==> src/rtl/pwr_mode_pkg.sv <==
package pwr_mode_pkg;

  typedef enum logic [2:0] {
    PS_RUN      = 3'd0,
    PS_SLP_IRQ  = 3'd1,
    PS_SLP_EVT  = 3'd2,
    PS_STOP     = 3'd3,
    PS_STOP_OSC = 3'd4,
    PS_STBY     = 3'd5,
    PS_RESTART  = 3'd6
  } pwr_state_t;

  // Depth chosen at the entry edge from the mode bits and the strobe kind.
  function automatic pwr_state_t entry_target(input logic deep,
                                              input logic stby,
                                              input logic evt_only);
    if (!deep)     return evt_only ? PS_SLP_EVT : PS_SLP_IRQ;
    else if (stby) return PS_STBY;
    else           return PS_STOP;
  endfunction

  // Entry qualifier: an interrupt return counts only when return-to-sleep is set.
  function automatic logic entry_fire(input logic now, input logic wfe,
                                      input logic ret, input logic on_ret);
    return now | wfe | (ret & on_ret);
  endfunction

  // Sleep wakes on event only when wait-for-event was the sole strobe.
  function automatic logic evt_only_entry(input logic now, input logic wfe,
                                          input logic ret, input logic on_ret);
    return wfe & ~now & ~(ret & on_ret);
  endfunction

endpackage

==> src/rtl/pwr_wake_sync.sv <==
module pwr_wake_sync #(
  parameter int SYNC_STAGES = 2
) (
  input  logic clk,
  input  logic rst_n,
  input  logic pin_i,
  output logic rise_o
);
  localparam int LAST = SYNC_STAGES;

  logic [LAST:0] sh_q;

  always_ff @(posedge clk or negedge rst_n) begin
    if (!rst_n) sh_q <= '0;
    else        sh_q <= {sh_q[LAST-1:0], pin_i};
  end

  // Rise seen at the synchronised output, against its one-cycle-old copy.
  assign rise_o = sh_q[LAST-1] & ~sh_q[LAST];
endmodule

==> src/rtl/pwr_periph_gate.sv <==
module pwr_periph_gate #(
  parameter int N_PERIPH = 8
) (
  input  logic                run_mode_i,
  input  logic                slp_mode_i,
  input  logic [N_PERIPH-1:0] run_en_i,
  input  logic [N_PERIPH-1:0] slp_en_i,
  output logic [N_PERIPH-1:0] en_o
);
  for (genvar i = 0; i < N_PERIPH; i++) begin : g_bit
    assign en_o[i] = run_en_i[i] & (run_mode_i | (slp_mode_i & slp_en_i[i]));
  end
endmodule

==> src/rtl/pwr_mode_fsm.sv <==
module pwr_mode_fsm
  import pwr_mode_pkg::*;
#(
  parameter int STAB_W = 8
) (
  input  logic              clk,
  input  logic              rst_n,
  input  logic              entry_i,
  input  logic              evt_only_i,
  input  logic              deep_i,
  input  logic              stby_i,
  input  logic              lp_sel_i,
  input  logic              irq_i,
  input  logic              evt_i,
  input  logic              line_hit_i,
  input  logic              stby_hit_i,
  input  logic [STAB_W-1:0] stab_i,
  output pwr_state_t        state_o,
  output logic              lp_q_o
);
  pwr_state_t        state_q, state_d;
  logic [STAB_W-1:0] cnt_q;
  logic              stab_done;

  assign stab_done = (cnt_q == stab_i);

  always_comb begin
    state_d = state_q;
    unique case (state_q)
      PS_RUN:      if (entry_i)    state_d = entry_target(deep_i, stby_i, evt_only_i);
      PS_SLP_IRQ:  if (irq_i)      state_d = PS_RUN;
      PS_SLP_EVT:  if (evt_i)      state_d = PS_RUN;
      PS_STOP:     if (line_hit_i) state_d = PS_STOP_OSC;
      PS_STOP_OSC: if (stab_done)  state_d = PS_RUN;
      PS_STBY:     if (stby_hit_i) state_d = PS_RESTART;
      PS_RESTART:                  state_d = PS_RUN;
      default:                     state_d = PS_RUN;
    endcase
  end

  always_ff @(posedge clk or negedge rst_n) begin
    if (!rst_n) begin
      state_q <= PS_RUN;
      cnt_q   <= '0;
      lp_q_o  <= 1'b0;
    end else begin
      state_q <= state_d;
      if (state_q == PS_STOP_OSC && state_d == PS_STOP_OSC) cnt_q <= cnt_q + 1'b1;
      else                                                  cnt_q <= '0;
      if (state_q == PS_RUN && state_d == PS_STOP) lp_q_o <= lp_sel_i;
    end
  end

  assign state_o = state_q;
endmodule

==> src/rtl/pwr_mode_seq.sv <==
module pwr_mode_seq
  import pwr_mode_pkg::*;
#(
  parameter int N_PERIPH = 8,
  parameter int N_LINE   = 4,
  parameter int STAB_W   = 8
) (
  input  logic                clk,
  input  logic                rst_n,
  input  logic                sleep_now,
  input  logic                wait_evt,
  input  logic                isr_return,
  input  logic                deep_req,
  input  logic                stby_sel,
  input  logic                lp_reg_sel,
  input  logic                sleep_on_ret,
  input  logic                irq,
  input  logic                evt,
  input  logic [N_LINE-1:0]   ext_line,
  input  logic [N_LINE-1:0]   ext_line_en,
  input  logic                wake_pin,
  input  logic                rtc_alarm_a,
  input  logic                rtc_alarm_b,
  input  logic                rtc_tick,
  input  logic                rtc_tamper,
  input  logic                rtc_stamp,
  input  logic                ext_reset,
  input  logic                wdt_reset,
  input  logic [N_PERIPH-1:0] run_en,
  input  logic [N_PERIPH-1:0] sleep_en,
  input  logic [STAB_W-1:0]   stab_cnt,
  output logic                cpu_clk_en,
  output logic [N_PERIPH-1:0] periph_clk_en,
  output logic                core_clk_en,
  output logic                osc_en,
  output logic                reg_lp_req,
  output logic                core_off_req,
  output logic                restart
);
  // Named internal events, visible to the bound checker.
  pwr_state_t state;
  logic       lp_q;
  logic       entry_hit;
  logic       evt_only;
  logic       wake_rise;
  logic       line_hit;
  logic       stby_hit;
  logic       run_mode;
  logic       slp_mode;

  assign entry_hit = entry_fire(sleep_now, wait_evt, isr_return, sleep_on_ret);
  assign evt_only  = evt_only_entry(sleep_now, wait_evt, isr_return, sleep_on_ret);
  assign line_hit  = |(ext_line & ext_line_en);
  assign stby_hit  = wake_rise | rtc_alarm_a | rtc_alarm_b | rtc_tick |
                     rtc_tamper | rtc_stamp | ext_reset | wdt_reset;

  pwr_wake_sync #(.SYNC_STAGES(2)) u_sync (
    .clk    (clk),
    .rst_n  (rst_n),
    .pin_i  (wake_pin),
    .rise_o (wake_rise)
  );

  pwr_mode_fsm #(.STAB_W(STAB_W)) u_fsm (
    .clk        (clk),
    .rst_n      (rst_n),
    .entry_i    (entry_hit),
    .evt_only_i (evt_only),
    .deep_i     (deep_req),
    .stby_i     (stby_sel),
    .lp_sel_i   (lp_reg_sel),
    .irq_i      (irq),
    .evt_i      (evt),
    .line_hit_i (line_hit),
    .stby_hit_i (stby_hit),
    .stab_i     (stab_cnt),
    .state_o    (state),
    .lp_q_o     (lp_q)
  );

  always_comb begin
    cpu_clk_en   = 1'b1;
    core_clk_en  = 1'b1;
    osc_en       = 1'b1;
    reg_lp_req   = 1'b0;
    core_off_req = 1'b0;
    restart      = 1'b0;
    run_mode     = 1'b1;
    slp_mode     = 1'b0;
    unique case (state)
      PS_SLP_IRQ, PS_SLP_EVT: begin
        cpu_clk_en = 1'b0;
        run_mode   = 1'b0;
        slp_mode   = 1'b1;
      end
      PS_STOP: begin
        cpu_clk_en  = 1'b0;
        core_clk_en = 1'b0;
        osc_en      = 1'b0;
        reg_lp_req  = lp_q;
        run_mode    = 1'b0;
      end
      PS_STOP_OSC: begin
        cpu_clk_en  = 1'b0;
        core_clk_en = 1'b0;
        run_mode    = 1'b0;
      end
      PS_STBY: begin
        cpu_clk_en   = 1'b0;
        core_clk_en  = 1'b0;
        osc_en       = 1'b0;
        core_off_req = 1'b1;
        run_mode     = 1'b0;
      end
      PS_RESTART: restart = 1'b1;
      default: ;
    endcase
  end

  pwr_periph_gate #(.N_PERIPH(N_PERIPH)) u_gate (
    .run_mode_i (run_mode),
    .slp_mode_i (slp_mode),
    .run_en_i   (run_en),
    .slp_en_i   (sleep_en),
    .en_o       (periph_clk_en)
  );
endmodule

==> config.mk <==
export PLATFORM = sky130hd
export DESIGN_NAME = pwr_mode_seq
export DESIGN_NICKNAME = d
export VERILOG_FILES = /design/src/rtl/pwr_mode_pkg.sv /design/src/rtl/pwr_wake_sync.sv /design/src/rtl/pwr_periph_gate.sv /design/src/rtl/pwr_mode_fsm.sv /design/src/rtl/pwr_mode_seq.sv
export SDC_FILE = /design/constraint.sdc
export NUM_CORES = 1
export LEC_CHECK = 0
export ABC_AREA = 1
export ABC_CLOCK_PERIOD_IN_PS = 2000
export BUFFER_PORTS_ARGS = -buffer_cell sky130_fd_sc_hd__buf_2
export CORE_AREA = 2 2 55 57
export DETAILED_ROUTE_END_ITERATION = 16
export DIE_AREA = 0 0 57 59
export GPL_ROUTABILITY_DRIVEN = 1
export PLACE_DENSITY = 0.77
export SYNTH_ARGS = -nofsm -noshare
export SYNTH_HDL_FRONTEND = slang
export SYNTH_HIERARCHICAL = 1
export SYNTH_SLANG_ARGS = --single-unit
==> constraint.sdc <==
create_clock -name clk -period 2 [get_ports clk]
set_clock_uncertainty 0.2 [all_clocks]
set_input_delay 0.4 -clock clk [delete_from_list [all_inputs] [get_ports clk]]
set_output_delay 0.4 -clock clk [all_outputs]
set_load 0.02 [all_outputs]
## Word-level counts from Yosys, hierarchy flattened

Cells that the tools add are included.

- Register bits after elaboration: 15
- Input port bits: 51
- Output and inout bits: 14

- Add/sub/neg operators: 1
- Eq/ne operators: 9
- Multiplexer cells: 18
- Bitwise logic cells: 41
- Reductions and logical operators: 8

Operators with widths:

| cell | count |
|---|---|
| 2-to-1 mux 3 bit | 8 |
| bitwise AND 1 bit | 20 |
| one-hot mux 3 bit (6 select lines) | 1 |
| OR 1 bit | 17 |
| equality test 3 bit, second input constant | 4 |
| equality test 3 x 2 -> 1 bit, second input constant | 3 |
| adder 8 x 1 -> 8 bit, second input constant | 1 |
| equality test 8 bit | 1 |
| 2-to-1 mux 8 bit | 1 |
| 2-to-1 mux 1 bit | 7 |
| OR reduction 5 bit | 1 |
| bitwise AND 4 bit | 1 |
| OR reduction 2 bit | 2 |
| OR reduction 4 bit | 1 |
| equality test 3 x 1 -> 1 bit, second input constant | 1 |
| logical NOT 3 bit | 1 |
| NOT 1 bit | 3 |
| OR reduction 3 bit | 1 |
| logical AND 1 bit | 2 |
| 2-to-1 mux 2 bit | 1 |

## Longest topological paths before layout

Gate-level depths: netlist of run 1.

- Word-level depth: 14
- Depth in mapped cells: 12

## Hierarchy

Netlist of run 1, hierarchy kept.

Modules (own cells, without submodules):

| module | times used | cells an instance | area an instance (sq um) | seq. area each (sq um) |
|---|---|---|---|---|
| pwr_mode_fsm | 1 | 94 | 782.0 | 300.3 |
| pwr_mode_seq | 1 | 42 | 176.4 | 0.0 |
| pwr_periph_gate | 1 | 26 | 111.4 | 0.0 |
| pwr_wake_sync | 1 | 5 | 85.1 | 75.1 |

## Least setup slack after synthesis of run 1

OpenSTA, ideal clock, no wires.

- Path kind: register -> output
- Start: register u_fsm.state_q[1], in the netlist u_fsm/state_o[1]
- End: output port periph_clk_en[0]
- Arrival time: 1.559 ns
- Required time: 1.400 ns
- Slack: -0.159 ns
- Cell stages (with the launch flop): 6
- Cell sequence: dfrtp_1 > nor2_1 > nor2_1 > nor2_1 > inv_1 > a21oi_1

- Elaborated cells between the ends (all ways): 12

RTL lines:

| item | line | RTL |
|---|---|---|
| from (decl) | pwr_mode_fsm.sv:21 | `pwr_state_t state_q, state_d;` |
| from (signal assigned) | pwr_mode_fsm.sv:47 | `state_q <= state_d;` |
| equality test 3 x 1 -> 1 bit, or another cell as far along | n/a |  |
| OR reduction 5 bit (no source line) * | n/a |  |
| 2-to-1 mux 1 bit * | n/a |  |
| via cpu_clk_en | pwr_mode_seq.sv:32 | `output logic cpu_clk_en,` |
| OR 1 bit * | pwr_periph_gate.sv:11 | `assign en_o[i] = run_en_i[i] & (run_mode_i \| (slp_mode_i & slp_en_i[i]));` |
| bitwise AND 1 bit * | pwr_periph_gate.sv:11 |  |
| to (decl) | pwr_mode_seq.sv:33 | `output logic [N_PERIPH-1:0] periph_clk_en,` |

The timed path passes the listed nets; every way through them passes the cells marked *.

## Worst setup path in the final report of run 1

- Start: register u_fsm.state_q[2], in the netlist u_fsm/state_o[2]
- End: output port periph_clk_en[5]

- Word-level cells in the longest chain between the ends: 6
- Elaborated cells between the ends (all ways): 12

Ends and longest elaborated chain:

| item | line | RTL |
|---|---|---|
| equality test 3 x 1 -> 1 bit or equality test 3 x 2 -> 1 bit (tied branches) | pwr_mode_seq.sv:90 | `unique case (state)` |
| OR reduction 2 bit * | n/a |  |
| 2-to-1 mux 1 bit * | pwr_mode_seq.sv:90 |  |
| via slp_mode | pwr_mode_seq.sv:49 | `logic slp_mode;` |
| bitwise AND 1 bit * | pwr_periph_gate.sv:11 |  |
| OR 1 bit * | pwr_periph_gate.sv:11 |  |
| bitwise AND 1 bit * | pwr_periph_gate.sv:11 |  |

Marked as above.

==> impl_metrics.csv, run 1 <==
group,metric,value,unit
finish,fin_nets,294,
clock_network,htreeDepth,1,
synthesis,seq_area_frac_synth,32.50,%
setup_path,cp_top_family,"flip-flops",
clock_network,numCtsBuffers,3,
synthesis,syn_nets,219,
finish,n_fill_cell,276,
setup_path,path_buf_inv,3,
placed_design,port_buffers,64,
detailed_routing,drt_iter0_markers,34,
worst_hold_path,worstHoldPathType,"input port to register",
floorplanning,coreArea,2710,um^2
timing,slew_headroom,77.95,%
finish,syn_to_final_growth,43.12,%
detailed_routing,drc,0,
synthesis,synth_area_leaders,"dfrtp_1 33%, nand2_1 11%, inv_1 9.8%",
timing,setup_slack,-0.04159,ns
clock_network,clk_pin_slew_worst_paths,0.09,ns
finish,layout_common_cells,"56 x buf_2, 34 x nand2_1, 29 x inv_1",
floorplanning,ios,65,
placed_design,pre_cts_ws,0.08738,ns
setup_path,worstPathRequired,1.40,ns
synthesis,yosys.area.top_type,"dfrtp_1",
status,run_status,"complete, but fails checks",
synthesis,ys.flop_type,"dfrtp_1",
detailed_routing,viasPerCell,4.614,
synthesis,ys_seq_elements,15,
power_and_ir_drop,ir_drop,0.0008167,V
timing,setup_viol,8,
setup_path,max_stage_delay,0.43,ns
finish,stdcell_area,1653,um^2
power_and_ir_drop,p_clk_share,10.2,%
detailed_routing,vias,1255,
clock_network,cts_num_sinks,15,
grt,antenna_found_initial,0,
detailed_routing,wire_per_inst,9.511,um
grt,grt_max_degree,16,
power_and_ir_drop,switching_share,47.95,%
power_and_ir_drop,p_per_area,1025,nW/um^2
setup_path,worstSetupStartpointType,"register",
setup_path,worst-path-max-fanout,8,
clock_network,clk_path_buf_depth,2,
power_and_ir_drop,p_leak,0.8892,nW
timing,post-route-period-util,102.1,%
floorplanning,die_area,3363,um^2
placed_design,dp_hpwl,2110,um
detailed_routing,final_antenna_net_count,0,
timing,fmax,489.8,MHz
setup_path,crit_path_cell_trace,"inv_2 -> o21ai_2 -> nor2_1 -> buf_4 -> nand2_1 -> a21oi_2 -> buf_6",
power_and_ir_drop,comb_power_share,64.9,%
timing,drv_slew,0,
timing,tightestPinTransition,0.3308,ns
floorplanning,die_w,57,um
synthesis,synth.distinct_cells,23,
synthesis,yosys_warnings,6,
grt,grt_pass1_wl,4692,um
clock_network,cts_tree,"done",
clock_network,clockRootBuffer,"clkbuf_4",
synthesis,synth.top_cell.area_share,32.50,%
detailed_routing,drt-total-wl,2587,um
setup_path,slowest_stage,"dfrtp_2",
floorplanning,rows,19,
synthesis,synth_cells,167,
finish,antennaDiodeCount,0,
synthesis,avgSynthCellArea,6.915,um^2
job,max_cap_violations,0,
timing,hold_ws,0.01766,ns
finish,final_common_cell,"buf_2",
power_and_ir_drop,pwr-share-seq,24.9,%
status,violations,"setup timing",
power_and_ir_drop,power.internal,881.7,uW
floorplanning,start_util,42.61,%
grt,overflow,0,
timing,rsz0062_at_grt,"true",
synthesis,synth.cell_area,1155,um^2
clock_network,insertion_delay,0.28,ns
setup_path,end_kind,"output port",
setup_path,worst-setup-path-type,"register to output port",
floorplanning,die_y,59,um
detailed_routing,dr.pass1.iters,4,
power_and_ir_drop,switchingPower,812.3,uW
placed_design,gp_congestion,0.7920,
finish,drive_gt1_share,46.89,%
timing,min_period,2.042,ns
placed_design,dpl-instance-area,1550,um^2
synthesis,ys_async_sr_fraction,100.0,%
setup_path,ff2ff_setup_slack,0.42,ns
grt,grt_pass1_vias,1164,
synthesis,synth_edf_count,0,
setup_path,arrival,1.44,ns
timing,hold_viol,0,
grt,grt_usage,17.35,%
-- synthesized netlist by cell type (2+ instances only) --
master,count
nor2_1,23
nand3_1,4
nand4_1,7
nor3_1,2
o21ai_0,3
nor3_2,4
xor2_1,2
nand2_2,4
dfrtp_1,15
inv_1,30
nand2_1,35
xnor2_1,8
inv_2,3
a21oi_1,9
nand3_2,4
nor2_2,7
-- final timing paths --
path / start / end / cells after the start
max in group asynchronous: rst_n / u_fsm/state_o[1] / 2
min: wake_pin / u_sync/sh_q[0] / 1
min in group asynchronous: rst_n / u_fsm/cnt_q[0] / 2
max reg2reg: u_fsm/state_o[0] / u_fsm/lp_q_o / 9
max: u_fsm/state_o[2] / periph_clk_en[5] / 7
min reg2reg: u_sync/sh_q[0] / u_sync/sh_q[1] / 0
-- registers in the layout, summed over array words and instances, names as in the netlist --
signal,flops
u_fsm/state_o,3
u_fsm/cnt_q,8
u_sync/sh_q,3
u_fsm/lp_q_o,1
-- power groups by stage --
| stage | sequential, mW | clock (mW) | combinational [mW] |
|---|---|---|---|
| 6_report | 0.422 | 0.172 | 1.10 |
| 2_1_floorplan | 0.424 | 0 | 0.706 |
| 3_5_place_dp | 0.428 | 0 | 0.962 |
| 3_3_place_gp | 0.426 | 0 | 0.950 |
| 4_1_cts | 0.410 | 0.183 | 1.07 |
| 5_1_grt | 0.430 | 0.196 | 1.22 |
-- final cells by class --
cell class              instances  area, um^2  share of cell area, %
flip-flops and latches         15       379.1                  22.94
well taps                      31       38.79                  2.347
inverters                      33       126.4                  7.646
repair buffers                 72       406.6                  24.60
multi-input cells             117       675.6                  40.88
clock buffers                   4       26.28                  1.590
-- through the flow --
step | setup TNS (ns) | utilization (%) | std cells | total power, mW
floorplan | -0.03883 | - | 167 | 1.130
global placement | 0 | 57.20 | 263 | 1.376
detailed placement | 0 | 57.20 | 263 | 1.390
CTS | -0.4031 | 60.43 | 272 | 1.666
global route | -1.034 | 60.99 | 272 | 1.844
finish | -0.1708 | 60.99 | 272 | 1.694
-- cell families (layout without fill, tap and decap cells) --
group | after synthesis | after routing | share of synthesized area (%)
simple gates | 94 | 94 | 41.28
buf+inv | 35 | 109 | 12.35
flops | 15 | 15 | 32.50
compound gates | 12 | 12 | 5.200
xor+xnor | 10 | 10 | 7.584
fa+ha+maj | 1 | 1 | 1.083
-- what timing repair did --
action,CTS,global route
pin swaps,1,4
hold buffers,1,0
endpoints found under the hold margin,15,0
gates resized for setup,10,7
buffers inserted,4,0
endpoints found under the setup margin,8,8
gates cloned,0,0
-- metal layers --
metal  wire [um]  GRT usage [%]
met5           0              0
met2        1362          31.03
met4          45          5.980
met1        1052          20.97
met3         126          3.275
Note: power is estimated with default switching activity, not from simulation.
==> inputs of run 2 (changes only) <==
--- a/config.mk
+++ b/config.mk
@@ -5,14 +5,14 @@
 export SDC_FILE = /design/constraint.sdc
 export NUM_CORES = 1
 export LEC_CHECK = 0
-export ABC_AREA = 1
 export ABC_CLOCK_PERIOD_IN_PS = 2000
 export BUFFER_PORTS_ARGS = -buffer_cell sky130_fd_sc_hd__buf_2
-export CORE_AREA = 2 2 55 57
+export CORE_AREA = 2 2 54 56
 export DETAILED_ROUTE_END_ITERATION = 16
-export DIE_AREA = 0 0 57 59
+export DIE_AREA = 0 0 56 58
 export GPL_ROUTABILITY_DRIVEN = 1
-export PLACE_DENSITY = 0.77
+export PLACE_DENSITY = 0.78
+export SLEW_MARGIN = 20
 export SYNTH_ARGS = -nofsm -noshare
 export SYNTH_HDL_FRONTEND = slang
 export SYNTH_HIERARCHICAL = 1
==> run 2 against run 1 <==
The flow still finishes with violations (setup timing). Die area is 3.4% lower. Worst setup slack worse by 0.13 ns. Register-to-register slack worse by 0.54 ns. Flip-flop and latch count stayed put. Non-clock buffer count is 12 higher. Critical path depth stayed put. Maximum frequency is 5.9% lower.
==> impl_metrics.csv, run 2 <==
group,metric,value,unit
status,run_status,"complete, but fails checks",
status,violations,"setup timing",
setup_path,critPathLaunch,"u_fsm/state_o[0]",
clock_network,clockRootBuffer,"clkbuf_4",
finish,regMostFlops,"u_fsm/cnt_q",
setup_path,cp_top_family,"buffers and inverters",
grt,grt_usage,20.19,%
timing,post-route-period-util,108.4,%
synthesis,synth_top_family_by_area,"simple AND/OR/NAND/NOR gates",
power_and_ir_drop,switching_share,42.54,%
job,max_cap_violations,0,
synthesis,seq_area_frac_synth,32.97,%
timing,rsz0062_at_grt,"true",
power_and_ir_drop,power,2.234,mW
setup_path,cp.depth,7,
setup_path,ff2ff_path_depth,6,
finish,antennaDiodeCount,0,
setup_path,worst-setup-path-type,"register to output port",
setup_path,r2r_end,"u_fsm/lp_q_o",
finish,n_fill_cell,207,
floorplanning,start_util,42.76,%
finish,drive_gt1_share,57.43,%
setup_path,worstPathRequired,1.40,ns
synthesis,synth_mux_area_share,3.297,%
finish,largest_reg_flops,8,
timing,fmax,461.1,MHz
detailed_routing,drt_iter0_markers,25,
power_and_ir_drop,p_leak,0.9044,nW
timing,drv_slew,0,
detailed_routing,dr.pass1.iters,4,
placed_design,gp_congestion,0.8557,
timing,hold_viol,0,
synthesis,synth.distinct_cells,38,
clock_network,clk_path_buf_depth,2,
finish,fin_nets,255,
synthesis,synth_edf_count,0,
placed_design,dp_hpwl,2156,um
timing,setup_viol,12,
setup_path,worstSetupStartpointType,"register",
clock_network,cts_num_sinks,15,
synthesis,synth_compound_area_share,14.62,%
finish,final_common_cell,"buf_2",
synthesis,synth_adder_area_share,1.099,%
synthesis,synth-xor-area-share,12.31,%
clock_network,clk_pin_slew_worst_paths,0.09,ns
setup_path,worst-path-max-fanout,11,
synthesis,synth.top_cell.area_share,32.97,%
setup_path,slowest_stage,"dfrtp_1",
synthesis,ys_seq_elements,15,
synthesis,yosys_warnings,6,
setup_path,reg2reg_from,"u_fsm/state_o[0]",
finish,utilization,68.80,%
synthesis,synth_simple_gate_area_share,31.10,%
detailed_routing,final_antenna_net_count,0,
power_and_ir_drop,switchingPower,950.2,uW
setup_path,max_stage_delay,0.41,ns
power_and_ir_drop,comb_power_share,74.5,%
synthesis,synth_cells,118,
clock_network,insertion_delay,0.28,ns
detailed_routing,wire_per_inst,12.85,um
detailed_routing,drt-total-wl,2995,um
floorplanning,die_y,58,um
synthesis,avgSynthCellArea,9.649,um^2
timing,slew_headroom,69.41,%
power_and_ir_drop,p_clk_share,7.7,%
synthesis,synth.most_common_cell,"dfrtp_1",
clock_network,htreeDepth,1,
detailed_routing,vias,1184,
grt,antenna_found_initial,0,
grt,grt_pass1_wl,5250,um
setup_path,end_kind,"output port",
synthesis,ys.flop_type,"dfrtp_1",
grt,overflow,0,
timing,tightestPinTransition,0.4578,ns
setup_path,path_buf_inv,3,
grt,grt_max_degree,16,
floorplanning,die_w,56,um
power_and_ir_drop,p_per_area,1219,nW/um^2
power_and_ir_drop,pwr-share-seq,17.8,%
setup_path,crit_path_cell_trace,"buf_6 -> nor3_2 -> a21o_1 -> buf_12 -> a21oi_2 -> nor2b_4 -> buf_6",
detailed_routing,drc,0,
synthesis,yosys-top-cells-count,"15 x dfrtp_1, 12 x nor2_1, 11 x xnor2_1",
floorplanning,coreArea,2663,um^2
worst_hold_path,worstHoldPathType,"input port to register",
power_and_ir_drop,ir_drop,0.001196,V
synthesis,synth_area_leaders,"dfrtp_1 33%, xnor2_1 8.5%, a21oi_2 6.2%",
floorplanning,die_area,3248,um^2
finish,syn_to_final_growth,60.88,%
setup_path,cp-endpoint,"periph_clk_en[0]",
placed_design,pre_cts_ws,-0.1910,ns
setup_path,arrival,1.57,ns
clock_network,cts_tree,"done",
timing,min_period,2.169,ns
setup_path,cpMostUsedCell,"buf_6",
synthesis,syn_nets,170,
floorplanning,rows,19,
setup_path,ff2ff_setup_slack,-0.12,ns
timing,setup_slack,-0.1687,ns
placed_design,port_buffers,64,
floorplanning,ios,65,
grt,grt_pass1_vias,1254,
synthesis,yosys.area.top_type,"dfrtp_1",
clock_network,numCtsBuffers,3,
synthesis,synth.cell_area,1139,um^2
synthesis,ys_async_sr_fraction,100.0,%
detailed_routing,viasPerCell,5.082,
power_and_ir_drop,power.internal,1.283,mW
finish,layout_common_cells,"51 x buf_2, 18 x buf_6, 15 x dfrtp_1",
[run 2: worst min path at each step]
stage               cells after the start       start        endpoint
finish                                  2  lp_reg_sel    u_fsm/lp_q_o
global route                            2  lp_reg_sel    u_fsm/lp_q_o
CTS                                     1    wake_pin  u_sync/sh_q[0]
detailed placement                      1       rst_n  u_fsm/cnt_q[6]
global placement                        1       rst_n  u_fsm/cnt_q[1]
floorplan                               0       rst_n  u_fsm/cnt_q[0]
[run 2: power groups by stage]
stage / logic [mW] / registers, mW / clock network, mW
6_report: 1.66 / 0.398 / 0.171
5_1_grt: 1.79 / 0.405 / 0.198
3_5_place_dp: 1.28 / 0.402 / 0
4_1_cts: 1.51 / 0.398 / 0.180
3_3_place_gp: 1.23 / 0.398 / 0
2_1_floorplan: 0.928 / 0.430 / 0
[run 2: area by class of cell]
type,instances,area [um^2],area share (%)
well taps,31,38.79,2.117
flip-flops and latches,15,375.4,20.49
clock buffers,3,22.52,1.230
repair buffers,84,588.1,32.10
multi-input cells,96,790.8,43.17
inverters,3,11.26,0.6148
clock inverters,1,5.005,0.2732
[run 2: layer usage]
layer / share of wire (%) / global-route usage (%) / wire length, um / up-vias
met5: 0 / 0 / 0 / -
met4: 2.4 / 8.503 / 71 / 0
met3: 5.4 / 3.571 / 163 / 8
met2: 57 / 40.00 / 1709 / 45
met1: 35 / 20.70 / 1050 / 552
li1: - / - / - / 579
[run 2: repair_timing]
item,4_1_cts,5_1_grt
gates resized for setup,24,14
buffers inserted,5,6
pin swaps,1,4
hold endpoints to repair,15,1
setup endpoints to repair,10,15
hold buffers,1,1
[run 2: kinds of logic (layout without fill, tap and decap cells)]
| group | count (synthesis) | count (layout) |
|---|---|---|
| simple gates | 56 | 56 |
| compound gates | 20 | 20 |
| xor+xnor | 16 | 16 |
| flops | 15 | 15 |
| buf+inv | 7 | 91 |
| mux | 3 | 3 |
| fa+ha+maj | 1 | 1 |
[run 2: metrics by stage]
stage / instance area, um^2 / hold WS, ns / cells / setup TNS [ns]
after floorplan: 1179 / -0.09559 / 118 / 0
after global placement: 1569 / 0.1111 / 217 / -0.5389
after detailed placement: 1569 / 0.1192 / 217 / -1.231
after CTS: 1733 / 0.005780 / 227 / -1.533
after global routing: 1832 / 0.1405 / 233 / -2.599
final: 1832 / 0.1565 / 233 / -1.569
==> inputs of run 3 (changes only) <==
--- a/config.mk
+++ b/config.mk
@@ -5,7 +5,7 @@
 export SDC_FILE = /design/constraint.sdc
 export NUM_CORES = 1
 export LEC_CHECK = 0
-export ABC_CLOCK_PERIOD_IN_PS = 2000
+export ABC_CLOCK_PERIOD_IN_PS = 2200
 export BUFFER_PORTS_ARGS = -buffer_cell sky130_fd_sc_hd__buf_2
 export CORE_AREA = 2 2 54 56
 export DETAILED_ROUTE_END_ITERATION = 16
==> constraint.sdc (replaced) <==
create_clock -name clk -period 2.2 [get_ports clk]
set_clock_uncertainty 0.2 [all_clocks]
set_input_delay 0.44 -clock clk [delete_from_list [all_inputs] [get_ports clk]]
set_output_delay 0.44 -clock clk [all_outputs]
set_load 0.02 [all_outputs]
==> run 3 against run 2 <==
The flow still finishes with violations (setup timing). Flip-flop and latch count is the same. Worst setup slack gained 0.14 ns. Critical path depth shrank 1. Power shrank 20%. Critical endpoint is now periph_clk_en[2]. Critical path type unchanged. Non-clock buffer count shrank 7. Register-to-register slack gained 0.30 ns. Design area shrank 8.9%.
==> impl_metrics.csv, run 3 (synthesis results as in run 2) <==
group,metric,value,unit
status,run_status,"complete, but fails checks",
status,violations,"setup timing",
timing,fmax,449.3,MHz
setup_path,worst-setup-path-type,"register to output port",
floorplanning,rows,19,
grt,antenna_found_initial,0,
setup_path,worst-path-max-fanout,7,
finish,drive_gt1_share,56.12,%
detailed_routing,drt-total-wl,2887,um
setup_path,worstSetupStartpointType,"register",
power_and_ir_drop,ir_drop,0.0008736,V
detailed_routing,final_antenna_net_count,0,
finish,layout_common_cells,"55 x buf_2, 14 x buf_4, 14 x dfrtp_1",
grt,grt_max_degree,17,
job,max_cap_violations,0,
placed_design,dp_hpwl,2145,um
placed_design,gp_congestion,0.7837,
grt,grt_pass1_vias,1152,
finish,syn_to_final_growth,46.48,%
setup_path,cp_top_family,"buffers and inverters",
finish,n_fill_cell,222,
detailed_routing,viasPerCell,5.159,
floorplanning,die_w,56,um
clock_network,htreeDepth,1,
timing,tightestPinTransition,0.4328,ns
detailed_routing,dr.pass1.iters,3,
floorplanning,coreArea,2663,um^2
detailed_routing,drc,0,
timing,tns,-0.02586,ns
power_and_ir_drop,p_leak,0.8195,nW
finish,regMostFlops,"u_fsm/cnt_q",
clock_network,clockRootBuffer,"clkbuf_4",
clock_network,numCtsBuffers,3,
detailed_routing,vias,1171,
finish,multiInputGateArea,744.5,um^2
floorplanning,die_area,3248,um^2
clock_network,cts_tree,"done",
finish,final_common_cell,"buf_2",
placed_design,port_buffers,64,
timing,min_period,2.226,ns
timing,setup_slack,-0.02586,ns
setup_path,worstPathRequired,1.56,ns
timing,setup_viol,1,
timing,post-route-period-util,101.2,%
timing,slew_headroom,71.08,%
placed_design,dpl-instance-area,1494,um^2
setup_path,end_kind,"output port",
clock_network,cts_num_sinks,15,
worst_hold_path,worstHoldPathType,"input port to register",
finish,fin_nets,249,
clock_network,clk_path_buf_depth,2,
setup_path,path_buf_inv,3,
grt,grt_pass1_wl,4588,um
setup_path,cpMostUsedCell,"buf_4",
setup_path,max_stage_delay,0.41,ns
floorplanning,die_y,58,um
timing,rsz0062_at_grt,"true",
power_and_ir_drop,p_per_area,1075,nW/um^2
timing,hold_viol,0,
grt,grt_usage,17.70,%
setup_path,arrival,1.59,ns
timing,drv_slew,0,
grt,overflow,0,
finish,seqCellArea,376.6,um^2
clock_network,insertion_delay,0.28,ns
finish,antennaDiodeCount,0,
finish,stdcell_area,1668,um^2
detailed_routing,wire_per_inst,12.72,um
floorplanning,start_util,42.76,%
setup_path,slowest_stage,"dfrtp_1",
floorplanning,ios,65,
finish,largest_reg_flops,8,
detailed_routing,drt_iter0_markers,21,
setup_path,crit_path_cell_trace,"buf_6 -> buf_4 -> a21o_4 -> a21oi_2 -> nor2b_2 -> buf_4",
clock_network,clk_pin_slew_worst_paths,0.09,ns
[run 3: cell types whose count changed in the layout (fill, tap and decap cells not counted), sizes merged]
cell	previous run	this run
a21o	2	3
buf	82	76
dlygate4sd3	2	1
[run 3: final timing paths]
path / start / endpoint / slack [ns] / cells past startpoint
max in group asynchronous: rst_n / u_fsm/state_o[2] / 1.16 / 2
worst max register to register: u_fsm/state_o[2] / u_fsm/lp_q_o / 0.18 / 5
min in group asynchronous: rst_n / u_fsm/cnt_q[3] / 0.37 / 2
worst max-delay path: u_fsm/state_o[1] / periph_clk_en[2] / -0.03 / 6
worst min-delay path: wake_pin / u_sync/sh_q[0] / 0.06 / 1
worst min register to register: u_sync/sh_q[0] / u_sync/sh_q[1] / 0.15 / 0
[run 3: what timing repair did]
action	in CTS	in global routing
pin swaps	1	1
setup buffers	1	6
endpoints found under the setup margin	9	9
hold buffers	1	0
gates cloned	1	0
hold endpoints to repair	15	0
resized for setup	12	11
[run 3: power breakdown]
part	switching (mW)	internal (mW)	total, mW
registers	0.0538	0.324	0.377
logic	0.647	0.614	1.26
clock network	0.0874	0.0676	0.155
total	0.788	1.01	1.79
[run 3: area by class of cell]
cell class / instances / share of cell area [%]
multi-input cells: 97 / 44.64
repair buffers: 77 / 28.13
flip-flops and latches: 15 / 22.58
well taps: 31 / 2.326
clock buffers: 3 / 1.350
inverters: 3 / 0.6752
clock inverters: 1 / 0.3001
[run 3: worst register-to-register path, stage by stage (launching register included)]
cell and delay, ns:
dfrtp_2 0.48, buf_4 0.16, or4b_4 0.51, o2111ai_2 0.11, o211ai_2 0.13, mux2_4 0.32
[run 3: stage by stage]
stage | utilization [%] | cells | hold slack [ns] | worst slack [ns] | total power, mW
3_5_place_dp | 56.11 | 214 | 0.1356 | -0.08737 | 1.365
6_report | 62.64 | 227 | 0.05615 | -0.02586 | 1.793
2_1_floorplan | - | 118 | -0.05559 | 0.1442 | 1.154
4_1_cts | 59.68 | 221 | 0.04574 | 0.003669 | 1.651
3_3_place_gp | 56.11 | 214 | 0.1342 | 0.06426 | 1.328
5_1_grt | 62.64 | 227 | 0.03927 | -0.1096 | 1.908
[run 3: metal layers]
metal | track usage [%] | up-vias | part of all wire [%]
met3 | 4.018 | 4 | 6.1
li1 | - | 569 | -
met5 | 0 | - | 0
met1 | 17.11 | 555 | 36
met4 | 3.061 | 0 | 1.5
met2 | 37.82 | 43 | 57
